`src/rtl/pstack_pkg.sv`:
```
package pstack_pkg;

  localparam int PC_W   = 13;
  localparam int FL_W   = 3;
  localparam int BYTE_W = 8;
  localparam int PCH_W  = PC_W - BYTE_W;

  typedef enum logic [1:0] {ST_IDLE, ST_ACC1, ST_ACC2, ST_FIN} seq_st_t;
  typedef enum logic [1:0] {OP_CALL, OP_INT, OP_RET, OP_RETI} seq_op_t;

  function automatic logic [BYTE_W-1:0] lo_byte(input logic [PC_W-1:0] pc);
    return pc[BYTE_W-1:0];
  endfunction

  function automatic logic [BYTE_W-1:0] hi_byte(input logic [PC_W-1:0] pc,
                                                input logic [FL_W-1:0] fl);
    return {fl, pc[PC_W-1:BYTE_W]};
  endfunction

  function automatic logic [PC_W-1:0] pc_join(input logic [BYTE_W-1:0] hi,
                                              input logic [BYTE_W-1:0] lo);
    return {hi[PCH_W-1:0], lo};
  endfunction

  function automatic logic [FL_W-1:0] fl_of(input logic [BYTE_W-1:0] hi);
    return hi[BYTE_W-1:PCH_W];
  endfunction

  function automatic logic is_save(input seq_op_t op);
    return (op == OP_CALL) || (op == OP_INT);
  endfunction

endpackage

```
`src/rtl/pstack_fsm.sv`:
```
module pstack_fsm
  import pstack_pkg::*;
(
  input  logic    clk,
  input  logic    rst_n,
  input  logic    cmd_call,
  input  logic    cmd_int,
  input  logic    cmd_ret,
  input  logic    cmd_reti,
  output seq_op_t op,
  output logic    accept,
  output logic    accept_int,
  output logic    in_acc1,
  output logic    in_acc2,
  output logic    busy,
  output logic    done
);

  seq_st_t st;
  seq_op_t next_op;
  logic    req_any;

  always_comb begin
    req_any = cmd_int | cmd_call | cmd_reti | cmd_ret;
    if (cmd_int)       next_op = OP_INT;
    else if (cmd_call) next_op = OP_CALL;
    else if (cmd_reti) next_op = OP_RETI;
    else               next_op = OP_RET;
  end

  assign accept     = (st == ST_IDLE) && req_any;
  assign accept_int = accept && (next_op == OP_INT);
  assign in_acc1    = (st == ST_ACC1);
  assign in_acc2    = (st == ST_ACC2);
  assign busy       = (st != ST_IDLE);
  assign done       = (st == ST_FIN);

  always_ff @(posedge clk) begin
    if (!rst_n) begin
      st <= ST_IDLE;
      op <= OP_CALL;
    end else begin
      case (st)
        ST_IDLE: if (accept) begin
          st <= ST_ACC1;
          op <= next_op;
        end
        ST_ACC1: st <= ST_ACC2;
        ST_ACC2: st <= ST_FIN;
        default: st <= ST_IDLE;
      endcase
    end
  end

endmodule

```
`src/rtl/pstack_ptr.sv`:
```
module pstack_ptr #(
  parameter int PTR_W = 8
) (
  input  logic             clk,
  input  logic             rst_n,
  input  logic             step_up,
  input  logic             step_dn,
  output logic [PTR_W-1:0] ptr
);

  function automatic logic [PTR_W-1:0] ptr_next(input logic [PTR_W-1:0] p,
                                                input logic up, input logic dn);
    if (up)      return p + 1'b1;
    else if (dn) return p - 1'b1;
    else         return p;
  endfunction

  always_ff @(posedge clk) begin
    if (!rst_n) ptr <= '0;
    else        ptr <= ptr_next(ptr, step_up, step_dn);
  end

endmodule

```
`src/rtl/pstack_dp.sv`:
```
module pstack_dp
  import pstack_pkg::*;
#(
  parameter int PTR_W = 8
) (
  input  logic              clk,
  input  logic              rst_n,
  input  seq_op_t           op,
  input  logic              accept,
  input  logic              accept_int,
  input  logic              in_acc1,
  input  logic              in_acc2,
  input  logic [PC_W-1:0]   pc_in,
  input  logic [FL_W-1:0]   flags_in,
  input  logic [PTR_W-1:0]  ptr,
  input  logic [BYTE_W-1:0] ram_rdata,
  output logic [PTR_W-1:0]  ram_addr,
  output logic              ram_we,
  output logic              ram_re,
  output logic [BYTE_W-1:0] ram_wdata,
  output logic              ptr_up,
  output logic              ptr_dn,
  output logic [PC_W-1:0]   pc_out,
  output logic [FL_W-1:0]   flags_out,
  output logic              gie
);

  function automatic logic [PTR_W-1:0] below(input logic [PTR_W-1:0] p);
    return p - 1'b1;
  endfunction

  logic [PC_W-1:0]   pc_q;
  logic [FL_W-1:0]   fl_q;
  logic [BYTE_W-1:0] hi_q;
  logic              saving;
  logic              acc;

  assign saving    = is_save(op);
  assign acc       = in_acc1 | in_acc2;
  assign ram_we    = acc & saving;
  assign ram_re    = acc & ~saving;
  assign ram_addr  = saving ? ptr : below(ptr);
  assign ram_wdata = in_acc1 ? lo_byte(pc_q) : hi_byte(pc_q, fl_q);
  assign ptr_up    = ram_we;
  assign ptr_dn    = ram_re;

  always_ff @(posedge clk) begin
    if (!rst_n) begin
      pc_q      <= '0;
      fl_q      <= '0;
      hi_q      <= '0;
      pc_out    <= '0;
      flags_out <= '0;
      gie       <= 1'b0;
    end else begin
      if (accept) begin
        pc_q <= pc_in;
        fl_q <= flags_in;
      end
      if (accept_int) gie <= 1'b0;
      if (ram_re && in_acc1) hi_q <= ram_rdata;
      if (ram_re && in_acc2) begin
        pc_out    <= pc_join(hi_q, ram_rdata);
        flags_out <= (op == OP_RETI) ? fl_of(hi_q) : fl_q;
        if (op == OP_RETI) gie <= 1'b1;
      end
    end
  end

endmodule

```
`src/rtl/pstack_seq.sv`:
```
module pstack_seq
  import pstack_pkg::*;
#(
  parameter int PTR_W = 8
) (
  input  logic              clk,
  input  logic              rst_n,
  input  logic              cmd_call,
  input  logic              cmd_int,
  input  logic              cmd_ret,
  input  logic              cmd_reti,
  input  logic [PC_W-1:0]   pc_in,
  input  logic [FL_W-1:0]   flags_in,
  output logic              busy,
  output logic              done,
  output logic [PC_W-1:0]   pc_out,
  output logic [FL_W-1:0]   flags_out,
  output logic              gie,
  output logic [PTR_W-1:0]  psp,
  output logic [PTR_W-1:0]  ram_addr,
  output logic              ram_we,
  output logic              ram_re,
  output logic [BYTE_W-1:0] ram_wdata,
  input  logic [BYTE_W-1:0] ram_rdata
);

  seq_op_t op;
  logic    accept;
  logic    accept_int;
  logic    in_acc1;
  logic    in_acc2;
  logic    ptr_up;
  logic    ptr_dn;

  pstack_fsm u_fsm (
    .clk(clk), .rst_n(rst_n),
    .cmd_call(cmd_call), .cmd_int(cmd_int), .cmd_ret(cmd_ret), .cmd_reti(cmd_reti),
    .op(op), .accept(accept), .accept_int(accept_int),
    .in_acc1(in_acc1), .in_acc2(in_acc2), .busy(busy), .done(done)
  );

  pstack_ptr #(.PTR_W(PTR_W)) u_ptr (
    .clk(clk), .rst_n(rst_n), .step_up(ptr_up), .step_dn(ptr_dn), .ptr(psp)
  );

  pstack_dp #(.PTR_W(PTR_W)) u_dp (
    .clk(clk), .rst_n(rst_n), .op(op), .accept(accept), .accept_int(accept_int),
    .in_acc1(in_acc1), .in_acc2(in_acc2), .pc_in(pc_in), .flags_in(flags_in),
    .ptr(psp), .ram_rdata(ram_rdata), .ram_addr(ram_addr), .ram_we(ram_we),
    .ram_re(ram_re), .ram_wdata(ram_wdata), .ptr_up(ptr_up), .ptr_dn(ptr_dn),
    .pc_out(pc_out), .flags_out(flags_out), .gie(gie)
  );

endmodule

```
`config.mk`:
```
export PLATFORM = sky130hd
export DESIGN_NAME = pstack_seq
export DESIGN_NICKNAME = d
export VERILOG_FILES = /design/src/rtl/pstack_pkg.sv /design/src/rtl/pstack_fsm.sv /design/src/rtl/pstack_ptr.sv /design/src/rtl/pstack_dp.sv /design/src/rtl/pstack_seq.sv
export SDC_FILE = /design/constraint.sdc
export NUM_CORES = 1
export LEC_CHECK = 0
export ABC_AREA = 0
export ABC_CLOCK_PERIOD_IN_PS = 3000
export BUFFER_PORTS_ARGS = -buffer_cell sky130_fd_sc_hd__buf_2
export CORE_MARGIN = 3
export CORE_UTILIZATION = 28
export DETAILED_ROUTE_END_ITERATION = 7
export SLEW_MARGIN = 30
export SYNTH_ARGS = -nofsm -noshare
export SYNTH_HDL_FRONTEND = slang
export SYNTH_SLANG_ARGS = --single-unit
```
`constraint.sdc`:
```
create_clock -name clk -period 3 [get_ports clk]
set_input_delay 0.45 -clock clk [delete_from_list [all_inputs] [get_ports clk]]
set_output_delay 0.45 -clock clk [all_outputs]
set_load 0.03 [all_outputs]
```
==> results_dict.tcl, run 1 <==
set metrics [dict create \
    via_per_inst 4.62 \
    synthFlopType "dfxtp_1" \
    fin_worst_skew_ns 0.0177 \
    critical_path_class "reg -> out" \
    drive_gt1_share_pct 29.4 \
    worstMarginPinSlew_ns 0.900 \
    ir_drop_mv 0.284 \
    ys_types 42 \
    cts_root_buf "clkbuf_8" \
    fill_cells 924 \
    antenna_found_initial 0 \
    critPathLaunchType "register" \
    antenna_left 0 \
    drv_cap 0 \
    holdCritStartpoint "pc_in[3]" \
    min_period_ns 2.28 \
    finalMaxSlewViolations 0 \
    slew_headroom_pct 39.9 \
    gp_congestion 0.850 \
    nets 397 \
    crit_required_ns 2.55 \
    start_util_pct 29.5 \
    pin_count 75 \
    p_leak_nw 1.29 \
    syn_to_final_growth_pct 19.5 \
    async_flop_share_pct 0 \
    critPathMaxFanout 9 \
    total_power_mw 2.86 \
    yosysSeqAreaShare_pct 42.9 \
    die_w_um 99.9 \
    avgSynthCellArea_um2 8.29 \
    hold_buffers 0 \
    cts_buffers 5 \
    fin_crit_sh_pct 76.1 \
    grt_pass1_wl_um 9410 \
    pre_cts_slack_ns 0.903 \
    io_buffers 74 \
    min_path_type "in -> reg" \
    power_density_mw_per_mm2 968 \
    drt_iter0_drc 64 \
    firstDrtPassIters 4 \
    synth_cells 298 \
    cts_buffer_depth 2 \
    wl_per_cell_um 12.7 \
    row_count 33 \
    die_h_um 99.9 \
    yosys_warnings 0 \
    ctsResizeCount 0 \
    hold_violations 0 \
    synth_area_mm2 0.00247 \
    h-tree-depth 2 \
    place_area_mm2 0.00286 \
    finalSetupViolations 0 \
    design_area_mm2 0.00295 \
    vias 2155 \
    outcome "completed" \
    clk_pin_slew_ns 0.11 \
    dieArea_mm2 0.00999 \
    cts.sinks 53 \
    grtUsageTotal_pct 11.6 \
    grt_pass1_vias 1883 \
    setup_slack_ns 0.716 \
    startpoint "u_ptr.ptr[0]" \
    reg2reg_from "u_fsm.st[0]" \
    rsz0062_at_grt "no" \
    overflow 0 \
    synth-seq-cells 53 \
    diodes 0 \
    synth_edf_count 0 \
    worstSetupEndpointType "output pin" \
    drt-total-wl_um 5940 \
    hpwl_um 4310 \
    cts_tree "built" \
    syn_nets 335 \
    drc 0 \
    post-cts-setup-buffers 0 \
    tns_ns 0 \
    core_area_mm2 0.00838 \
    grt_start_max_net_pins 51 \
    clock_latency_ns 0.31 \
    arrival_ns 1.83 \
    fmax_mhz 438 \
]
[cell families (layout without fill, tap and decap cells)]
family,count (synthesis),count (layout),share of synthesized area [%]
AND/OR/NAND/NOR,132,132,25.3
AO/OA/AOI/OAI,55,55,13.1
flip-flops,53,53,42.9
buffers and inverters,29,92,6.43
XOR/XNOR,12,12,4.25
multiplexers,10,10,4.46
adder cells (fa/ha/maj),7,7,3.54
[metrics by stage]
step | utilization, % | std cells | hold WS, ns
2_1_floorplan | - | 298 | 0.432
3_3_place_gp | 34.1 | 458 | 0.442
3_5_place_dp | 34.1 | 458 | 0.444
4_1_cts | 35.2 | 466 | 0.359
5_1_grt | 35.2 | 466 | 0.355
6_report | 35.2 | 466 | 0.370
[layer usage]
metal / wire, um / up-vias / part of all wire [%] / track usage (%)
li1: - / 1121 / - / -
met1: 2740 / 968 / 46 / 14.9
met2: 2740 / 62 / 46 / 19.2
met3: 404 / 4 / 6.8 / 3.13
met4: 45 / 0 / 0.76 / 3.15
met5: 0 / - / 0 / 0
[sequential cells by signal, summed over array words and instances, names as in the netlist]
signal / cells
u_dp.pc_out: 13
u_dp.pc_q: 13
u_dp.hi_q: 8
u_ptr.ptr: 8
u_dp.fl_q: 3
u_dp.flags_out: 3
u_fsm.op: 2
u_fsm.st: 2
u_dp.gie: 1
[path summary, 6_finish.rpt]
check	to	slack, ns	depth (start not counted)
worst max-delay path	ram_addr[6]	0.72	6
worst min-delay path	u_dp.pc_q[3]	0.37	3
worst max register to register	u_dp.flags_out[0]	0.94	5
worst min register to register	u_dp.pc_out[8]	0.45	2
[report_power, final]
group | switching (mW) | internal (mW) | leakage (nW) | total (mW)
Clock | 0.258 | 0.170 | 0.0423 | 0.428
Sequential | 0.155 | 0.840 | 0.432 | 0.995
Combinational | 0.946 | 0.492 | 0.820 | 1.44
Total | 1.36 | 1.50 | 1.29 | 2.86
[final cells by class]
cell class / count / area [um^2] / share of cell area, %
clock buffer: 5 / 68.8 / 2.33
clock inverter: 3 / 26.3 / 0.889
inverter: 8 / 30.0 / 1.02
multi-input combinational: 216 / 1250 / 42.4
sequential: 53 / 1060 / 35.9
tap: 105 / 131 / 4.45
timing repair buffer: 76 / 385 / 13.0
[cell usage in the layout (no fill, tap or decap), drive strengths merged, types with 2 or more instances in the layout]
master / count
nor3b: 2
dfxtp: 53
a21oi: 41
xor2: 7
nand2b: 3
buf: 76
clkbuf: 5
mux2i: 2
and4b: 2
and2: 2
xnor2: 5
a2bb2oi: 2
nor4b: 2
nand3: 16
inv: 9
nand2: 78
ha: 7
nor3: 3
clkinvlp: 2
o21ai: 4
mux2: 8
nor2: 17
a311oi: 3
[Yosys cell counts, types with 2 or more instances]
| cell | count | area share, % |
|---|---|---|
| a21oi_1 | 37 | 7.5 |
| a21oi_2 | 4 | 1.4 |
| a2bb2oi_1 | 2 | 0.71 |
| a311oi_1 | 3 | 1.1 |
| and4b_1 | 2 | 0.81 |
| buf_2 | 9 | 1.8 |
| buf_6 | 3 | 1.4 |
| clkbuf_1 | 8 | 1.2 |
| dfxtp_1 | 53 | 43 |
| ha_1 | 7 | 3.5 |
| inv_1 | 7 | 1.1 |
| mux2_2 | 8 | 3.6 |
| mux2i_1 | 2 | 0.81 |
| nand2_1 | 78 | 12 |
| nand2b_1 | 3 | 0.76 |
| nand3_1 | 16 | 3.2 |
| nor2_1 | 16 | 2.4 |
| nor3_1 | 3 | 0.61 |
| o21ai_0 | 4 | 0.81 |
| xnor2_1 | 5 | 1.8 |
| xor2_1 | 7 | 2.5 |
[critical path: stages (launching register included)]
cell and delay, ns:
dfxtp_1 0.54, inv_1 0.08, ha_1 0.22, and4bb_2 0.26, nand2_1 0.10, xnor2_1 0.11, buf_2 0.21
(Power assumes the default switching activity.)
==> run 2, diff against run 1 <==
--- a/config.mk
+++ b/config.mk
@@ -5,8 +5,8 @@
 export SDC_FILE = /design/constraint.sdc
 export NUM_CORES = 1
 export LEC_CHECK = 0
-export ABC_AREA = 0
-export ABC_CLOCK_PERIOD_IN_PS = 3000
+export ABC_AREA = 1
+export ABC_CLOCK_PERIOD_IN_PS = 1830
 export BUFFER_PORTS_ARGS = -buffer_cell sky130_fd_sc_hd__buf_2
 export CORE_MARGIN = 3
 export CORE_UTILIZATION = 28
==> constraint.sdc (replaced) <==
create_clock -name clk -period 1.83 [get_ports clk]
set_input_delay 0.2745 -clock clk [delete_from_list [all_inputs] [get_ports clk]]
set_output_delay 0.2745 -clock clk [all_outputs]
set_load 0.03 [all_outputs]
==> run 2 against run 1 <==
Count of clock-buffer cells in the layout is the same. Clock skew shrank 0.0036 ns. Non-clock buffer count grew 8. Critical endpoint is now ram_we. Global-route usage grew 1.1 points. Largest cell class unchanged. Sequential share of layout area shrank 2.1 points. Clock power grew 95%. Highest routed layer unchanged. First-iteration DRC count grew 27%. Sequential cell count is the same.
==> results_dict.tcl, run 2 <==
set metrics [dict create \
    outcome "completed" \
    drive_gt1_share_pct 29.2 \
    diodes 0 \
    synth_common_cells "nor2_1, o21ai_0, dfxtp_1" \
    grtUsageTotal_pct 12.7 \
    yosys-top-cells-area "dfxtp_1, o21ai_0, nor2_1" \
    critical_path_class "reg -> out" \
    grt_pass1_wl_um 10400 \
    fmax_mhz 565 \
    overflow 0 \
    synth_top_area_share_pct 44.0 \
    drt_iter0_drc 81 \
    cts_tree "built" \
    antenna_left 0 \
    power_density_mw_per_mm2 1650 \
    drc 0 \
    critPathLaunchType "register" \
    largestRegisters "u_dp.pc_out x13, u_dp.pc_q x13" \
    p_leak_nw 1.57 \
    async_flop_share_pct 0 \
    crit_family "flip-flops" \
    synthFlopType "dfxtp_1" \
    dp_cells 518 \
    hpwl_um 4650 \
    io_buffers 74 \
    cts.sinks 53 \
    synthSimpleGateAreaFrac_pct 24.4 \
    slew_headroom_pct 77.4 \
    reg2reg_depth 6 \
    antenna_found_initial 0 \
    firstDrtPassIters 4 \
    die_w_um 98.8 \
    crit_required_ns 1.56 \
    row_count 33 \
    arrival_ns 1.50 \
    ir_drop_mv 0.551 \
    critPathMaxFanout 5 \
    path_cells "inv_1, ha_4, inv_2, nor2_4, buf_4" \
    cp_slowest_stage_delay_ns 0.38 \
    synth_area_mm2 0.00241 \
    start_util_pct 29.1 \
    avgSynthCellArea_um2 7.01 \
    hold_buffers 0 \
    h-tree-depth 2 \
    clock_latency_ns 0.31 \
    slowest_stage "dfxtp_2" \
    cts_buffer_depth 2 \
    nets 460 \
    fin_cells 529 \
    holdWs_ns 0.205 \
    yosysMostFrequentCell "nor2_1" \
    die_h_um 98.8 \
    min_path_type "in -> reg" \
    grt_start_max_net_pins 20 \
    grt_pass1_vias 2327 \
    worstSetupEndpointType "output pin" \
    yosys_warnings 0 \
    path_depth 5 \
    wl_per_cell_um 12.0 \
    dieArea_mm2 0.00976 \
    synth-seq-cells 53 \
    pin_count 75 \
    finalSetupViolations 0 \
    synth_cells 344 \
    gp_congestion 0.788 \
    final_cell_mix "nor2_1, buf_2, o21ai_0" \
    yosysSeqAreaShare_pct 44.0 \
    final_core_util_pct 38.4 \
    cts_root_buf "clkbuf_8" \
    whs_path_depth 3 \
    tns_ns 0 \
    worstMarginPinSlew_ns 0.339 \
    synth_fa_ha_area_share_pct 3.63 \
    synth_top_area_cell "dfxtp_1" \
    rsz0062_at_grt "yes" \
    hold_violations 0 \
    core_area_mm2 0.00830 \
    syn_nets 381 \
    clk_pin_slew_ns 0.11 \
    finalMaxSlewViolations 0 \
    critPathBufInv 3 \
    fin_crit_sh_pct 96.7 \
    synthMuxAreaShare_pct 0 \
    final_common_cell "nor2_1" \
    synth_top_family_by_area "simple AND/OR/NAND/NOR gates" \
    syn_to_final_growth_pct 32.3 \
    via_per_inst 4.56 \
    vias 2412 \
    fin_worst_skew_ns 0.0141 \
    ys_types 25 \
    drv_cap 0 \
    cts_buffers 5 \
    drt-total-wl_um 6320 \
    synth_xor_area_share_pct 1.45 \
    synth-compound-area-share_pct 18.4 \
    min_period_ns 1.77 \
    synth_edf_count 0 \
]
[run 2: cell families after synthesis]
| family | count (synthesis) |
|---|---|
| adder cells (fa/ha/maj) | 7 |
| AO/OA/AOI/OAI | 87 |
| AND/OR/NAND/NOR | 145 |
| XOR/XNOR | 4 |
| flip-flops | 53 |
| buffers and inverters | 48 |
[run 2: power breakdown]
group / internal [mW] / switching (mW)
clock network: 0.418 / 0.416
logic: 0.939 / 1.81
registers: 1.45 / 0.217
total: 2.80 / 2.45
[run 2: per-stage QoR]
step | setup WS (ns) | area, um^2 | total power [mW]
finish | 0.0598 | 3190 | 5.25
global route | 0.00689 | 3190 | 5.65
CTS | 0.00816 | 3120 | 5.14
detailed placement | 0.0649 | 2920 | 4.07
global placement | 0.111 | 2920 | 4.03
floorplan | -0.0214 | 2420 | 3.39
[run 2: what timing repair did]
action,4_1_cts,5_1_grt
pin swaps,1,3
setup buffers,0,3
endpoints found under the hold margin,0,0
endpoints found under the setup margin,16,9
resized for setup,29,18
[run 2: cell type report]
class | count | area, um^2
Multi-Input combinational cell | 243 | 1260
Clock inverter | 3 | 47.5
Timing Repair Buffer | 84 | 465
Inverter | 36 | 140
Sequential cell | 53 | 1080
Tap cell | 105 | 131
Clock buffer | 5 | 68.8
Fill cell | 880 | 5110
[run 2: path summary, 6_finish.rpt]
kind                       from             end  slack (ns)
setup / recovery    u_fsm.st[1]          ram_we        0.06
hold / removal     ram_rdata[5]  u_dp.pc_out[5]        0.21
hold reg to reg   u_dp.pc_q[11]   u_dp.pc_q[11]        0.45
setup reg to reg    u_fsm.st[1]    u_dp.pc_q[0]        0.26
[run 2: routing by layer]
metal,up-vias,share of wire [%],global-route usage [%]
li1,1261,-,-
met1,1092,48,16.2
met2,51,46,21.4
met3,8,4.7,2.97
met4,0,1.1,3.47
met5,-,0,0
[run 2: worst reg2reg max path, cell delays in order, from the launching register on]
cell      delay, ns
dfxtp_2        0.38
inv_1          0.11
ha_4           0.19
nand2_2        0.24
clkinv_1       0.33
nor2_1         0.18
nor2_1         0.06
